[config.mk]
export PLATFORM = sky130hd
export DESIGN_NAME = edh_guard
export DESIGN_NICKNAME = d
export VERILOG_FILES = /design/src/rtl/edh_guard_pkg.sv /design/src/rtl/edh_crc_acc.sv /design/src/rtl/edh_pkt_parser.sv /design/src/rtl/edh_guard.sv
export SDC_FILE = /design/constraint.sdc
export NUM_CORES = 1
export LEC_CHECK = 0
export BUFFER_PORTS_ARGS = -buffer_cell sky130_fd_sc_hd__buf_2
export CORE_MARGIN = 4
export CORE_UTILIZATION = 44
export CTS_CLUSTER_DIAMETER = 80
export DETAILED_ROUTE_END_ITERATION = 12
export PLACE_DENSITY = 0.71
export SLEW_MARGIN = 0
export SYNTH_ARGS = -nofsm -noshare
export SYNTH_HDL_FRONTEND = slang
export SYNTH_SLANG_ARGS = --single-unit
[constraint.sdc]
create_clock -name clk -period 4.9 [get_ports clk]
set_input_delay 0.49 -clock clk [delete_from_list [all_inputs] [get_ports clk]]
set_output_delay 0.49 -clock clk [all_outputs]
set_load 0.05 [all_outputs]
[src/rtl/edh_guard_pkg.sv]
package edh_guard_pkg;

    localparam int WORD_W  = 10;
    localparam int BYTE_W  = 8;
    localparam int FLAG_W  = 5;
    localparam int PAY_LEN = 7;
    localparam int IDX_W   = $clog2(PAY_LEN);

    localparam logic [WORD_W-1:0] PFX_ZERO = 10'h000;
    localparam logic [WORD_W-1:0] PFX_ONES = 10'h3FF;
    localparam logic [WORD_W-1:0] PKT_DID  = 10'h1F4;

    // payload positions
    localparam int POS_FF  = 0;
    localparam int POS_AP  = 1;
    localparam int POS_ANC = 2;
    localparam int POS_APH = 3;
    localparam int POS_APL = 4;
    localparam int POS_FFH = 5;
    localparam int POS_FFL = 6;

    typedef enum logic [2:0] {
        PS_IDLE,
        PS_ZERO,
        PS_ONE_A,
        PS_ONE_B,
        PS_PAYLOAD
    } pstate_t;

    function automatic logic [WORD_W-1:0] enc_byte(input logic [BYTE_W-1:0] b);
        logic p;
        p = ^b;
        return {~p, p, b};
    endfunction

endpackage

[src/rtl/edh_crc_acc.sv]
module edh_crc_acc #(
    parameter int DATA_W = 10,
    parameter int CRC_W  = 16,
    parameter logic [CRC_W-1:0] POLY = 16'h1021
) (
    input  logic              clk,
    input  logic              rst_n,
    input  logic              valid,
    input  logic [DATA_W-1:0] data,
    input  logic              window,
    input  logic              field_start,
    output logic [CRC_W-1:0]  held
);

    logic [CRC_W-1:0] acc_q;
    logic [CRC_W-1:0] held_q;
    logic [CRC_W-1:0] base;
    logic [CRC_W-1:0] acc_d;

    function automatic logic [CRC_W-1:0] crc_word(input logic [CRC_W-1:0] c,
                                                  input logic [DATA_W-1:0] d);
        logic [CRC_W-1:0] r;
        logic fb;
        r = c;
        for (int i = 0; i < DATA_W; i++) begin
            fb = r[CRC_W-1] ^ d[i];
            r  = {r[CRC_W-2:0], 1'b0};
            if (fb) r = r ^ POLY;
        end
        return r;
    endfunction

    always_comb begin
        base  = field_start ? '0 : acc_q;
        acc_d = (valid && window) ? crc_word(base, data) : base;
    end

    always_ff @(posedge clk or negedge rst_n) begin
        if (!rst_n) begin
            acc_q  <= '0;
            held_q <= '0;
        end else begin
            acc_q <= acc_d;
            if (field_start) held_q <= acc_q;
        end
    end

    assign held = held_q;

    // latched value only moves at a field start
    a_r9_held_only_at_start: assert property (@(posedge clk) disable iff (!rst_n)
        !field_start |=> $stable(held_q));

    // skipped or out-of-window words leave the accumulator alone
    a_r10_acc_idle: assert property (@(posedge clk) disable iff (!rst_n)
        (!field_start && !(valid && window)) |=> $stable(acc_q));

endmodule

[src/rtl/edh_pkt_parser.sv]
module edh_pkt_parser
    import edh_guard_pkg::*;
(
    input  logic              clk,
    input  logic              rst_n,
    input  logic              valid,
    input  logic [WORD_W-1:0] data,
    output logic              pay_hit,
    output logic [IDX_W-1:0]  pay_idx
);

    localparam logic [IDX_W-1:0] LAST_IDX = IDX_W'(PAY_LEN - 1);

    pstate_t          state_q, state_d;
    logic [IDX_W-1:0] idx_q, idx_d;

    always_comb begin
        state_d = state_q;
        idx_d   = idx_q;
        if (valid) begin
            unique case (state_q)
                PS_IDLE:  state_d = (data == PFX_ZERO) ? PS_ZERO : PS_IDLE;
                PS_ZERO:
                    if (data == PFX_ONES)      state_d = PS_ONE_A;
                    else if (data == PFX_ZERO) state_d = PS_ZERO;
                    else                       state_d = PS_IDLE;
                PS_ONE_A:
                    if (data == PFX_ONES)      state_d = PS_ONE_B;
                    else if (data == PFX_ZERO) state_d = PS_ZERO;
                    else                       state_d = PS_IDLE;
                PS_ONE_B:
                    if (data == PKT_DID) begin
                        state_d = PS_PAYLOAD;
                        idx_d   = '0;
                    end else if (data == PFX_ZERO) state_d = PS_ZERO;
                    else                           state_d = PS_IDLE;
                PS_PAYLOAD:
                    if (idx_q == LAST_IDX) state_d = PS_IDLE;
                    else                   idx_d   = idx_q + 1'b1;
                default: state_d = PS_IDLE;
            endcase
        end
    end

    always_ff @(posedge clk or negedge rst_n) begin
        if (!rst_n) begin
            state_q <= PS_IDLE;
            idx_q   <= '0;
        end else begin
            state_q <= state_d;
            idx_q   <= idx_d;
        end
    end

    always_comb begin
        pay_hit = valid && (state_q == PS_PAYLOAD);
        pay_idx = idx_q;
    end

    // payload index never runs past the last payload word
    a_r4_idx_range: assert property (@(posedge clk) disable iff (!rst_n)
        (state_q == PS_PAYLOAD) |-> (idx_q <= LAST_IDX));

    // parser holds still on empty cycles
    a_r10_parser_hold: assert property (@(posedge clk) disable iff (!rst_n)
        !valid |=> $stable(state_q));

endmodule

[src/rtl/edh_guard.sv]
module edh_guard
    import edh_guard_pkg::*;
#(
    parameter int ADDR_W = 3,
    parameter int REG_W  = 8,
    parameter int CRC_W  = 16
) (
    input  logic              clk,
    input  logic              rst_n,
    input  logic              vid_valid,
    input  logic [9:0]        vid_data,
    input  logic              field_start,
    input  logic              ap_window,
    input  logic              ff_window,
    output logic              out_valid,
    output logic [9:0]        out_data,
    input  logic              reg_wr,
    input  logic [ADDR_W-1:0] reg_addr,
    input  logic [REG_W-1:0]  reg_wdata,
    output logic [REG_W-1:0]  reg_rdata
);

    localparam int N_REGION = 2;   // 0: active picture, 1: full field

    logic              en_q, force_q;
    logic [FLAG_W-1:0] ff_q, ap_q, anc_q;
    logic              pay_hit;
    logic [IDX_W-1:0]  pay_idx;
    logic [N_REGION-1:0] win;
    logic [CRC_W-1:0]  held [N_REGION];
    logic [WORD_W-1:0] gen_word;
    logic [WORD_W-1:0] out_q;
    logic              out_v_q;
    logic              ff_err, ap_err, anc_err, sd_err;

    assign win = {ff_window, ap_window};

    edh_pkt_parser u_parser (
        .clk     (clk),
        .rst_n   (rst_n),
        .valid   (vid_valid),
        .data    (vid_data),
        .pay_hit (pay_hit),
        .pay_idx (pay_idx)
    );

    for (genvar g = 0; g < N_REGION; g++) begin : g_crc
        edh_crc_acc #(.DATA_W(WORD_W), .CRC_W(CRC_W)) u_crc (
            .clk         (clk),
            .rst_n       (rst_n),
            .valid       (vid_valid),
            .data        (vid_data),
            .window      (win[g]),
            .field_start (field_start),
            .held        (held[g])
        );
    end

    // locally generated payload word
    always_comb begin
        unique case (int'(pay_idx))
            POS_APH: gen_word = enc_byte(held[0][CRC_W-1:BYTE_W]);
            POS_APL: gen_word = enc_byte(held[0][BYTE_W-1:0]);
            POS_FFH: gen_word = enc_byte(held[1][CRC_W-1:BYTE_W]);
            POS_FFL: gen_word = enc_byte(held[1][BYTE_W-1:0]);
            default: gen_word = enc_byte('0);
        endcase
    end

    // control and flag registers
    always_ff @(posedge clk or negedge rst_n) begin
        if (!rst_n) begin
            en_q    <= 1'b0;
            force_q <= 1'b0;
            ff_q    <= '0;
            ap_q    <= '0;
            anc_q   <= '0;
        end else begin
            if (reg_wr && reg_addr == '0) begin
                en_q    <= reg_wdata[0];
                force_q <= reg_wdata[1];
            end
            if (en_q && pay_hit) begin
                if (int'(pay_idx) == POS_FF)  ff_q  <= vid_data[FLAG_W-1:0];
                if (int'(pay_idx) == POS_AP)  ap_q  <= vid_data[FLAG_W-1:0];
                if (int'(pay_idx) == POS_ANC) anc_q <= vid_data[FLAG_W-1:0];
            end
        end
    end

    // output stage
    always_ff @(posedge clk or negedge rst_n) begin
        if (!rst_n) begin
            out_q   <= '0;
            out_v_q <= 1'b0;
        end else begin
            out_v_q <= vid_valid;
            out_q   <= (en_q && force_q && pay_hit) ? gen_word : vid_data;
        end
    end

    assign out_valid = out_v_q;
    assign out_data  = out_q;

    always_comb begin
        ff_err  = ff_q[0]  | ff_q[1];
        ap_err  = ap_q[0]  | ap_q[1];
        anc_err = anc_q[0] | anc_q[1];
        sd_err  = |{ff_q, ap_q, anc_q};
        unique case (reg_addr)
            3'd0:    reg_rdata = REG_W'({force_q, en_q});
            3'd1:    reg_rdata = REG_W'({sd_err, anc_err, ap_err, ff_err});
            3'd2:    reg_rdata = REG_W'(ff_q);
            3'd3:    reg_rdata = REG_W'(ap_q);
            3'd4:    reg_rdata = REG_W'(anc_q);
            default: reg_rdata = '0;
        endcase
    end

    // output valid tracks input valid one cycle later
    a_r2_valid_follows: assert property (@(posedge clk) disable iff (!rst_n)
        1'b1 |=> (out_valid == $past(vid_valid)));

    // disabled block is a pure one-cycle delay
    a_r3_bypass: assert property (@(posedge clk) disable iff (!rst_n)
        !en_q |=> (out_data == $past(vid_data)));

    // disabled block keeps its stored flags
    a_r3_no_capture: assert property (@(posedge clk) disable iff (!rst_n)
        !en_q |=> ($stable(ff_q) && $stable(ap_q) && $stable(anc_q)));

    // inserted words carry the parity/inverse-parity framing
    a_r8_insert_framed: assert property (@(posedge clk) disable iff (!rst_n)
        (en_q && force_q && pay_hit) |=> (out_data[9] == ~out_data[8]) &&
                                          (out_data[8] == ^out_data[7:0]));

    // control write lands in the control register
    a_r11_ctrl_write: assert property (@(posedge clk) disable iff (!rst_n)
        (reg_wr && reg_addr == '0) |=> (en_q == $past(reg_wdata[0])) &&
                                        (force_q == $past(reg_wdata[1])));

endmodule

==> results of run 1 <==
[state kept, by name, indices dropped and copies added, names as in the netlist]
register and count:
anc_q 5, ap_q 5, en_q 1, ff_q 5
force_q 1, g_crc.u_crc.acc_q 32, g_crc.u_crc.held 32, out_data 10
out_valid 1, u_parser.pay_idx 3, u_parser.state_q 3
[power groups by stage]
stage | Sequential (µW) | Combinational, µW | Clock, µW
6_report | 1220 | 1080 | 702
3_3_place_gp | 1220 | 1040 | 0
3_5_place_dp | 1230 | 1070 | 0
4_1_cts | 1220 | 1080 | 712
2_1_floorplan | 1160 | 889 | 0
5_1_grt | 1250 | 1180 | 749
[cells in the mapped netlist (all sizes together), types with 6 or more instances]
| cell type | n | share of area, % |
|---|---|---|
| nand3 | 13 | 1.2 |
| nand2 | 43 | 2.9 |
| a222oi | 8 | 1.5 |
| a21oi | 24 | 2.2 |
| xor2 | 11 | 1.9 |
| inv | 7 | 0.48 |
| o21ai | 32 | 3.0 |
| a31oi | 7 | 0.79 |
| and2 | 8 | 0.91 |
| dfrtp | 98 | 44 |
| clkbuf | 16 | 1.1 |
| xnor2 | 66 | 11 |
| a22oi | 6 | 0.82 |
| nor2 | 28 | 2.2 |
| mux2 | 54 | 11 |
| nor2b | 21 | 2.6 |
| buf | 21 | 2.4 |
| o32ai | 8 | 1.3 |
[cells by family after synthesis]
group                    synth area share (%)
multiplexers                             11.6
flip-flops                               44.5
AND/OR/NAND/NOR                          12.0
buffers and inverters                    4.02
adder cells (fa/ha/maj)                  1.13
AO/OA/AOI/OAI                            12.1
XOR/XNOR                                 14.6
other                                  0.0680
[per-stage QoR]
step / util [%] / instances / setup slack, ns / cell area [µm²]
after floorplan: - / 524 / 2.28 / 5520
after CTS: 49.7 / 710 / 2.56 / 6050
final: 49.7 / 710 / 2.54 / 6050
after global routing: 49.7 / 710 / 2.39 / 6050
after global placement: 47.3 / 695 / 2.24 / 5750
after detailed placement: 47.3 / 695 / 2.22 / 5750
[routing by layer]
layer	track usage [%]	vias up
met5	0	-
met4	7.66	0
met3	3.11	27
met2	31.0	130
met1	24.8	1967
li1	-	1870
[critical path: stages]
cell                        delay (ns)
sky130_fd_sc_hd__buf_2            0.65
sky130_fd_sc_hd__buf_4            0.40
sky130_fd_sc_hd__nor2_2           0.10
sky130_fd_sc_hd__xnor3_2          0.41
sky130_fd_sc_hd__xor2_1           0.21
sky130_fd_sc_hd__a2bb2oi_1        0.22
sky130_fd_sc_hd__o21ai_2          0.07
[cell type report]
type / instances / share of cell area [%]
tap: 168 / 3.48
clock inverter: 4 / 0.869
sequential: 98 / 40.6
timing repair buffer: 40 / 3.48
multi-input combinational: 381 / 47.1
clock buffer: 11 / 4.01
inverter: 8 / 0.497
[cells in the final DEF, fill, tap and decap left out, drive strengths merged, types with 2 or more instances in the layout]
| cell | count |
|---|---|
| dfrtp | 98 |
| xnor2 | 66 |
| mux2 | 54 |
| nand2 | 43 |
| buf | 40 |
| o21ai | 32 |
| nor2 | 28 |
| a21oi | 24 |
| nor2b | 21 |
| nand3 | 13 |
| xor2 | 11 |
| clkbuf | 11 |
| and2 | 8 |
| o32ai | 8 |
| a222oi | 8 |
| a31oi | 7 |
| inv | 7 |
| a22oi | 6 |
| ha | 5 |
| o211ai | 4 |
| nor4 | 4 |
| o22ai | 4 |
| xnor3 | 4 |
| nor3 | 3 |
| and3 | 3 |
| mux2i | 3 |
| nand4 | 3 |
| conb | 3 |
| clkinvlp | 3 |
| a2bb2oi | 2 |
| o311ai | 2 |
| nand3b | 2 |
| o31ai | 2 |
[path summary, 6_finish.rpt]
| path | end | slack, ns | cells past startpoint |
|---|---|---|---|
| worst min register to register | g_crc[0].u_crc.held[6] | 0.50 | 1 |
| max in group asynchronous | ap_q[4] | 3.67 | 2 |
| worst max register to register | out_data[9] | 2.78 | 6 |
| worst max-delay path | g_crc[1].u_crc.acc_q[12] | 2.54 | 7 |
| worst min-delay path | g_crc[0].u_crc.acc_q[0] | 0.11 | 1 |
| min in group clk | force_q | 0.38 | 2 |
==> flow_summary_export.csv, run 1 <==
group,metric,value,unit
final_layout,layout-drive-gt1-share,23.4,%
timing,setup-violations-final,0,
run,max_cap_violations,0,
route,met3_routed_wl,705,µm
route,highest_layer,"met4",
worst_setup_path,worstSetupStartpointType,"input port",
power,power_per_cell_area,497,mW/mm²
power,internal_power,1940,µW
worst_setup_path,crit_start,"field_start",
final_layout,final_layout_fill_cell_count,1080,
route,totalWireLength,12900,µm
synth,postSynth.topFlopCell,"sky130_fd_sc_hd__dfrtp_1",
placement,globalplace.congestion,0.882,
timing,min_period_over_period,48.3,%
synth,yosysWarnings,0,
worst_setup_path,critical_path.endpoint_type,"flip-flop",
global_routing,grtUsageTotal,18.9,%
clock_network,clk_transition_reported_paths,0.06,ns
timing,worst_hold_slack,0.111,ns
synth,synth_cells,522,
worst_setup_path,timing.critical_path.required,5.09,ns
route,vias_per_std_cell,5.63,
clock_network,cts_resized,0,
hold_path,worstHoldPathType,"input port to async pin",
clock_network,tritoncts,"done",
synth,netlist_area,0.00551,mm²
timing,hold_viol,0,
floorplan,design.core.area,0.0122,mm²
placement,port-buffer-count,37,
power,leakage,0.00255,µW
final_layout,finish.net_count,571,
power,switching_share,35.5,%
global_routing,antenna_found_initial,0,
clock_network,clk_root_buffer_cell,"sky130_fd_sc_hd__clkbuf_16",
clock_network,postCtsHoldBufs,0,
synth,synth-seq-area-share,44.5,%
timing,timing.clock.skew,0.00511,ns
run_status,run_status,"finished, final reports clean",
synth,syn-mean-instance-area,10.6,µm²
power,vdd.ir_drop.worst,213,µV
global_routing,wire_length_of_the_first_global_routing_pass,21400,µm
worst_setup_path,worst_ep_arrival_time,2.56,ns
timing,timing_worst_slew_pin_value,0.867,ns
power,final_total_power,3000,µW
route,first_iter_violations,455,
worst_setup_path,worst_r2r_startpoint,"u_parser.pay_idx[2]",
final_layout,num_antenna_cells,0,
synth,netlist-cell-type-count,54,
route,wire_per_inst,18.2,µm
worst_setup_path,timing.critical_path.fanout_max,40,
power,power.clock.fraction,23.4,%
power,power_switching,1070,µW
floorplan,floorplan.initialDensity,45.3,%
clock_network,number_of_buffers_inserted_to_repair_setup_after_cts,0,
floorplan,fp-row-count,40,
clock_network,clock_tree.htree_level_count,3,
route,postRouteAntennaNets,0,
final_layout,sequential_cell_area,0.00245,mm²
floorplan,die_x,120,µm
final_layout,multiInputGateArea,0.00285,mm²
timing,fmax,423,MHz
route,post-route-drc-count,0,
synth,synth_edf_count,0,
global_routing,first_global_vias,4028,
route,via_count,3994,
synth,postSynthRegisterBits,98,
timing,setup_tns,0,ns
power,pwr-share-seq,40.6,%
placement,post-dp-hpwl,9320,µm
clock_network,clkSinkCount,98,
power,combPwrFrac,36.0,%
route,drt_first_pass_iters,5,
worst_setup_path,worst_path_class_setup,"input port to flip-flop",
final_layout,synthToLayoutAreaGrowth,9.64,%
floorplan,die-height,120,µm
synth,ys_async_sr_fraction,100,%
floorplan,ioPinCount,47,
global_routing,grt_start_max_net_pins,60,
clock_network,max-clock-path-buffers,2,
floorplan,die_area,0.0144,mm²
route,route.layer.met1.wl,5600,µm
timing,timing.slew.headroom,42.1,%
global_routing,grt_overflow_total,0,
timing,period_needed,2.36,ns
timing,final_max_slew_viol_count,0,
route,wl_met2,6270,µm
timing,rsz_0062_raised_after_global_routing,"false",
clock_network,cts_made_buffers,9,
clock_network,clock_insertion_delay_worst_skew,0.34,ns
(Power assumes the default switching activity.)
==> inputs of run 2 (changes only) <==
--- a/config.mk
+++ b/config.mk
@@ -5,6 +5,7 @@
 export SDC_FILE = /design/constraint.sdc
 export NUM_CORES = 1
 export LEC_CHECK = 0
+export ABC_AREA = 1
 export BUFFER_PORTS_ARGS = -buffer_cell sky130_fd_sc_hd__buf_2
 export CORE_MARGIN = 4
 export CORE_UTILIZATION = 44
==> constraint.sdc (replaced) <==
create_clock -name clk -period 2.2 [get_ports clk]
set_input_delay 0.22 -clock clk [delete_from_list [all_inputs] [get_ports clk]]
set_output_delay 0.22 -clock clk [all_outputs]
set_load 0.05 [all_outputs]
==> run 2 against run 1 <==
  * Core utilization is 0.86 points higher
  * Non-clock buffer count up 6
  * Via count grew 33%
  * Power is 100% higher
  * Clock-buffer cell count fell by 2
  * Combinational power rose by 66%
  * Final area increased by 10%
  * Largest cell class unchanged
  * Highest routed layer unchanged
==> flow_summary_export.csv, run 2 <==
group,metric,value,unit
run_status,run_status,"finished, final reports clean",
synth,synth_top_cells_by_area,"sky130_fd_sc_hd__dfrtp_1 (41%), sky130_fd_sc_hd__nand2_1 (22%), sky130_fd_sc_hd__o21ai_0 (6.6%)",
timing,timing.clock.skew,0.00623,ns
run,max_cap_violations,0,
clock_network,clk_root_buffer_cell,"sky130_fd_sc_hd__clkbuf_16",
global_routing,grt_overflow_total,0,
timing,setup-violations-final,0,
worst_setup_path,worst_ep_arrival_time,1.52,ns
synth,synth.most_common_cell,"sky130_fd_sc_hd__nand2_1",
synth,synth-seq-area-share,41.4,%
route,vias_per_std_cell,5.07,
final_layout,sequential_cell_area,0.00245,mm²
global_routing,grtUsageTotal,21.2,%
synth,postSynthRegisterBits,98,
route,drt_first_pass_iters,5,
synth,synth_top_area_share,41.4,%
route,first_iter_violations,530,
hold_path,whs_path_depth,2,
timing,period_needed,1.74,ns
timing,hold_viol,0,
worst_setup_path,worst_r2r_path_depth,8,
timing,fmax,574,MHz
clock_network,postCtsHoldBufs,1,
worst_setup_path,critical_path.cell_chain,"nor2_1 -> nand3_1 -> nor3_1 -> o21ai_0 -> buf_2",
synth,ys_async_sr_fraction,100,%
floorplan,floorplan.initialDensity,44.9,%
final_layout,num_antenna_cells,0,
clock_network,tritoncts,"done",
clock_network,max-clock-path-buffers,2,
timing,timing_worst_slew_pin_value,0.599,ns
timing,min_period_over_period,79.2,%
floorplan,die_x,124,µm
worst_setup_path,critical_path.endpoint_type,"primary output",
timing,rsz_0062_raised_after_global_routing,"false",
placement,port-buffer-count,37,
timing,final_max_slew_viol_count,0,
global_routing,grt_start_max_net_pins,66,
global_routing,wire_length_of_the_first_global_routing_pass,25100,µm
floorplan,ioPinCount,47,
route,post-route-drc-count,0,
synth,syn-mean-instance-area,7.13,µm²
route,totalWireLength,15100,µm
worst_setup_path,cpMaxStageDelayCell,"sky130_fd_sc_hd__dfrtp_1",
final_layout,finish.net_count,899,
worst_setup_path,critPathMaxStageDelay,0.40,ns
synth,synth_edf_count,0,
placement,globalplace.congestion,0.910,
power,leakage,0.00335,µW
final_layout,most-common-layout-cells,"sky130_fd_sc_hd__nand2_1 (344), sky130_fd_sc_hd__dfrtp_1 (98), sky130_fd_sc_hd__inv_1 (95), sky130_fd_sc_hd__o21ai_0 (78), sky130_fd_sc_hd__nand3_1 (46)",
hold_path,worstHoldPathType,"input port to flip-flop",
final_layout,layout-drive-gt1-share,10.9,%
clock_network,clk_transition_reported_paths,0.07,ns
floorplan,fp-row-count,42,
final_layout,mostFrequentLayoutCell,"sky130_fd_sc_hd__nand2_1",
synth,netlist_top_cells_count,"sky130_fd_sc_hd__nand2_1 (344), sky130_fd_sc_hd__dfrtp_1 (98), sky130_fd_sc_hd__inv_1 (95), sky130_fd_sc_hd__o21ai_0 (78), sky130_fd_sc_hd__nand3_1 (46)",
synth,yosysWarnings,0,
clock_network,number_of_buffers_inserted_to_repair_setup_after_cts,0,
global_routing,first_global_vias,5000,
route,postRouteAntennaNets,0,
final_layout,layout.core_utilization,50.6,%
synth,postSynth.topFlopCell,"sky130_fd_sc_hd__dfrtp_1",
floorplan,die_area,0.0154,mm²
synth,netlist_area,0.00592,mm²
floorplan,design.core.area,0.0132,mm²
hold_path,hp-start,"reg_wdata[1]",
worst_setup_path,timing.critical_path.fanout_max,3,
hold_path,min_delay_worst_endpoint,"force_q",
global_routing,antenna_found_initial,0,
worst_setup_path,flop2flop_setup_slack,0.48,ns
placement,post-dp-hpwl,11300,µm
worst_setup_path,timing.critical_path.required,1.98,ns
synth,most_area_hungry_cell_type_in_the_yosys_netlist,"sky130_fd_sc_hd__dfrtp_1",
clock_network,clkSinkCount,98,
final_layout,synthToLayoutAreaGrowth,12.6,%
worst_setup_path,worst_path_class_setup,"flip-flop to primary output",
timing,setup_tns,0,ns
worst_setup_path,r2r_end,"out_data[4]",
floorplan,die-height,124,µm
route,via_count,5310,
clock_network,cts_made_buffers,9,
clock_network,clock_insertion_delay_worst_skew,0.35,ns
synth,synth_cells,831,
route,wire_per_inst,14.4,µm
final_layout,final_layout_fill_cell_count,1306,
power,vdd.ir_drop.worst,371,µV
clock_network,clock_tree.htree_level_count,3,
timing,timing.slew.headroom,59.8,%
clock_network,cts_resized,0,
synth,netlist-cell-type-count,37,
final_layout,multiInputGateArea,0.00298,mm²
worst_setup_path,worstSetupStartpointType,"flip-flop",
power,power_per_cell_area,920,mW/mm²
worst_setup_path,worst_r2r_startpoint,"u_parser.state_q[0]",
==> run 2: worst max path at each step <==
stage                        startpoint            to  slack, ns
CTS                             ff_q[0]  reg_rdata[3]       0.44
global route        u_parser.state_q[1]   out_data[4]       0.24
finish                          ff_q[0]  reg_rdata[3]       0.46
global placement    u_parser.state_q[0]   out_data[6]       0.52
detailed placement  u_parser.state_q[0]   out_data[4]       0.48
floorplan                   reg_addr[0]  reg_rdata[0]       0.20
==> run 2: stage by stage <==
stage	power (µW)	worst slack (ns)	instances	instance area, µm²	hold WS, ns
global route	6530	0.238	1047	6670	0.107
global placement	4160	0.517	1030	6290	0.172
CTS	6160	0.443	1047	6670	0.0922
floorplan	3740	0.197	833	5930	-0.0756
finish	6140	0.457	1047	6670	0.0988
detailed placement	4210	0.482	1030	6290	0.171
==> run 2: final cells by class <==
type / instances / share of cell area (%)
multi-input combinational: 612 / 44.6
sequential: 98 / 36.8
inverter: 99 / 5.57
timing repair buffer: 46 / 4.24
clock buffer: 9 / 3.38
tap: 176 / 3.30
clock inverter: 7 / 2.12
==> run 2: cell families after synthesis <==
| logic type | count (synthesis) | synth area share (%) |
|---|---|---|
| compound gates | 117 | 10.7 |
| xor+xnor | 36 | 6.85 |
| fa+ha+maj | 5 | 1.06 |
| buf+inv | 123 | 8.45 |
| flops | 98 | 41.4 |
| mux | 1 | 0.190 |
| other cells | 1 | 0.0633 |
| simple gates | 450 | 31.3 |
==> run 2: where the power goes <==
part	switching (µW)	total [µW]	leakage (µW)	internal [µW]
logic	1210	1790	0.00194	576
clock network	709	1940	0.000176	1230
registers	265	2410	0.00124	2150
total	2190	6140	0.00335	3950
==> run 2: critical path, delay by kind of cell (launching register included) <==
family	cells	cell delay, ns
buf+inv	1	0.23
flops	1	0.40
simple gates	3	0.45
compound gates	1	0.09
==> run 2: routing by layer <==
metal  vias to the layer above  track usage (%)  part of all wire [%]  routed length, µm
li1                       2681                -                     -                  -
met1                      2476             29.6                    46               6970
met2                       129             33.6                    46               7010
met3                        24             2.91                   5.0                753
met4                         0             7.73                   2.4                366
met5                         -                0                     0                  0
==> inputs of run 3 (changes only) <==
--- a/config.mk
+++ b/config.mk
@@ -11,7 +11,7 @@
 export CORE_UTILIZATION = 44
 export CTS_CLUSTER_DIAMETER = 80
 export DETAILED_ROUTE_END_ITERATION = 12
-export PLACE_DENSITY = 0.71
+export PLACE_DENSITY = 0.73
 export SLEW_MARGIN = 0
 export SYNTH_ARGS = -nofsm -noshare
 export SYNTH_HDL_FRONTEND = slang
==> constraint.sdc (replaced) <==
create_clock -name clk -period 1.6 [get_ports clk]
set_input_delay 0.16 -clock clk [delete_from_list [all_inputs] [get_ports clk]]
set_output_delay 0.16 -clock clk [all_outputs]
set_load 0.05 [all_outputs]
==> run 3 against run 2 <==
  * Sequential share of layout area decreased by 1.9 points
  * Clock skew about the same
  * Sequential power increased by 38%
  * Non-clock buffer count increased by 42
  * Final area increased by 5.5%
  * Critical path depth unchanged
  * Critical endpoint unchanged
==> flow_summary_export.csv, run 3 (synthesized netlist as in run 2, its figures left out) <==
group,metric,value,unit
clock_network,clk_transition_reported_paths,0.07,ns
worst_setup_path,cp_top_family,"simple AND/OR/NAND/NOR gates",
worst_setup_path,worstSetupStartpointType,"flip-flop",
global_routing,wire_length_of_the_first_global_routing_pass,25100,µm
global_routing,grt_util_met3,3.54,%
placement,setup_slack_after_placement,-0.0499,ns
timing,min_period_over_period,99.8,%
clock_network,clock_tree.htree_level_count,3,
global_routing,first_global_vias,5070,
floorplan,design.core.area,0.0132,mm²
timing,final_max_slew_viol_count,0,
clock_network,max-clock-path-buffers,2,
worst_setup_path,timing.critical_path.fanout_max,2,
floorplan,ioPinCount,47,
global_routing,grt_overflow_total,0,
route,totalWireLength,15500,µm
floorplan,fp-row-count,42,
final_layout,final_layout_fill_cell_count,1238,
worst_setup_path,worst_path_class_setup,"flip-flop to primary output",
floorplan,die-height,124,µm
route,vias_per_std_cell,5.00,
clock_network,cts_made_buffers,9,
worst_setup_path,crit_start,"ff_q[0]",
final_layout,num_antenna_cells,0,
clock_network,clk_root_buffer_cell,"sky130_fd_sc_hd__clkbuf_16",
power,leakage,0.00354,µW
final_layout,most-common-layout-cells,"sky130_fd_sc_hd__nand2_1 (337), sky130_fd_sc_hd__dfrtp_1 (98), sky130_fd_sc_hd__inv_1 (90), sky130_fd_sc_hd__o21ai_0 (72)",
timing,fmax,626,MHz
clock_network,tritoncts,"done",
worst_setup_path,worst_ep_arrival_time,1.44,ns
final_layout,finish.net_count,941,
route,first_iter_violations,524,
worst_setup_path,worst_r2r_startpoint,"u_parser.state_q[0]",
worst_setup_path,critical_path.endpoint_type,"primary output",
final_layout,synthToLayoutAreaGrowth,18.8,%
clock_network,clock_insertion_delay_worst_skew,0.35,ns
route,wire_per_inst,14.3,µm
worst_setup_path,cpMaxStageDelayCell,"sky130_fd_sc_hd__dfrtp_1",
worst_setup_path,flop2flop_setup_slack,0.05,ns
floorplan,die_x,124,µm
timing,setup-violations-final,0,
placement,place.detailed.instances,1066,
power,power_per_cell_area,1200,mW/mm²
timing,hold_viol,0,
global_routing,grt.busiest_layer,"met2",
global_routing,grtUsageTotal,21.4,%
hold_path,hp-start,"reg_wdata[1]",
route,post-route-drc-count,0,
floorplan,die_area,0.0154,mm²
route,drt_first_pass_iters,5,
worst_setup_path,timing.critical_path.required,1.44,ns
timing,setup_ws,0.00364,ns
hold_path,worstHoldPathType,"input port to flip-flop",
final_layout,layout.core_utilization,53.4,%
final_layout,mostFrequentLayoutCell,"sky130_fd_sc_hd__nand2_1",
global_routing,grt.met1_usage,30.5,%
route,postRouteAntennaNets,0,
route,via_count,5437,
final_layout,finish.cell_count_without_fillers,1088,
worst_setup_path,critPathMaxStageDelay,0.40,ns
worst_setup_path,critical_path.n_buffers_inverters,1,
global_routing,antenna_found_initial,0,
power,final_total_power,8470,µW
timing,timing.clock.skew,0.00646,ns
worst_setup_path,critical_path.cell_chain,"nor2_2 -> nand3_1 -> nor3_1 -> o21ai_1 -> buf_6",
floorplan,floorplan.initialDensity,44.9,%
placement,globalplace.congestion,0.888,
timing,period_needed,1.60,ns
timing,rsz_0062_raised_after_global_routing,"true",
power,vdd.ir_drop.worst,574,µV
run_status,run_status,"finished, final reports clean",
run,max_cap_violations,0,
timing,worst_hold_slack,0.0490,ns
final_layout,layout-drive-gt1-share,16.8,%
timing,timing_worst_slew_pin_value,0.538,ns
global_routing,grt_use_met2,33.2,%
clock_network,clkSinkCount,98,
global_routing,grt_start_max_net_pins,66,
placement,post-dp-hpwl,11900,µm
timing,timing.slew.headroom,64.1,%
placement,port-buffer-count,37,
## run 3: cell count changes in the layout (fill, tap and decap cells not counted), moves of 5 or more
cell	before	now
sky130_fd_sc_hd__inv_1	95	90
sky130_fd_sc_hd__buf_6	0	5
sky130_fd_sc_hd__nand2_2	13	20
sky130_fd_sc_hd__nand2_1	344	337
sky130_fd_sc_hd__buf_4	7	46
sky130_fd_sc_hd__o21ai_1	12	18
sky130_fd_sc_hd__inv_2	3	8
sky130_fd_sc_hd__o21ai_0	78	72
## run 3: metal layers
metal	up-vias	wire length, µm
met3	30	770
met5	-	0
met2	136	7200
li1	2758	-
met1	2513	7260
met4	0	317
## run 3: area by class of cell
class	instances	area [µm²]	area share, %
multi-input cells	612	3030	43.1
flip-flops and latches	98	2450	34.8
repair buffers	88	637	9.05
inverters	99	375	5.33
clock buffers	11	243	3.45
well taps	176	220	3.13
clock inverters	4	76.3	1.08
## run 3: report_power, final
| part | switching (µW) | leakage [µW] | total, µW | internal (µW) |
|---|---|---|---|---|
| logic | 1750 | 0.00216 | 2750 | 998 |
| clock network | 984 | 0.000152 | 2390 | 1410 |
| registers | 373 | 0.00124 | 3330 | 2960 |
## run 3: what timing repair did
action,in CTS,in global routing
gates cloned,0,1
buffers inserted,3,2
endpoints found under the hold margin,24,0
resized for setup,7,31
hold buffers,1,0
endpoints found under the setup margin,4,30
pin swaps,0,5
## run 3: worst paths after layout
kind | end | depth (start not counted)
worst max-delay path | reg_rdata[3] | 5
worst max register to register | anc_q[1] | 11
worst min-delay path | force_q | 2
worst min register to register | g_crc[0].u_crc.held[4] | 2
min in group asynchronous | u_parser.pay_idx[0] | 2
max in group asynchronous | g_crc[1].u_crc.acc_q[12] | 3
## run 3: per-stage QoR
step | instance area, µm² | TNS, ns
final | 7040 | 0
after global routing | 7040 | -0.303
after CTS | 6940 | -0.00283
after detailed placement | 6580 | -0.0499
after global placement | 6580 | 0
after floorplan | 5930 | -0.295
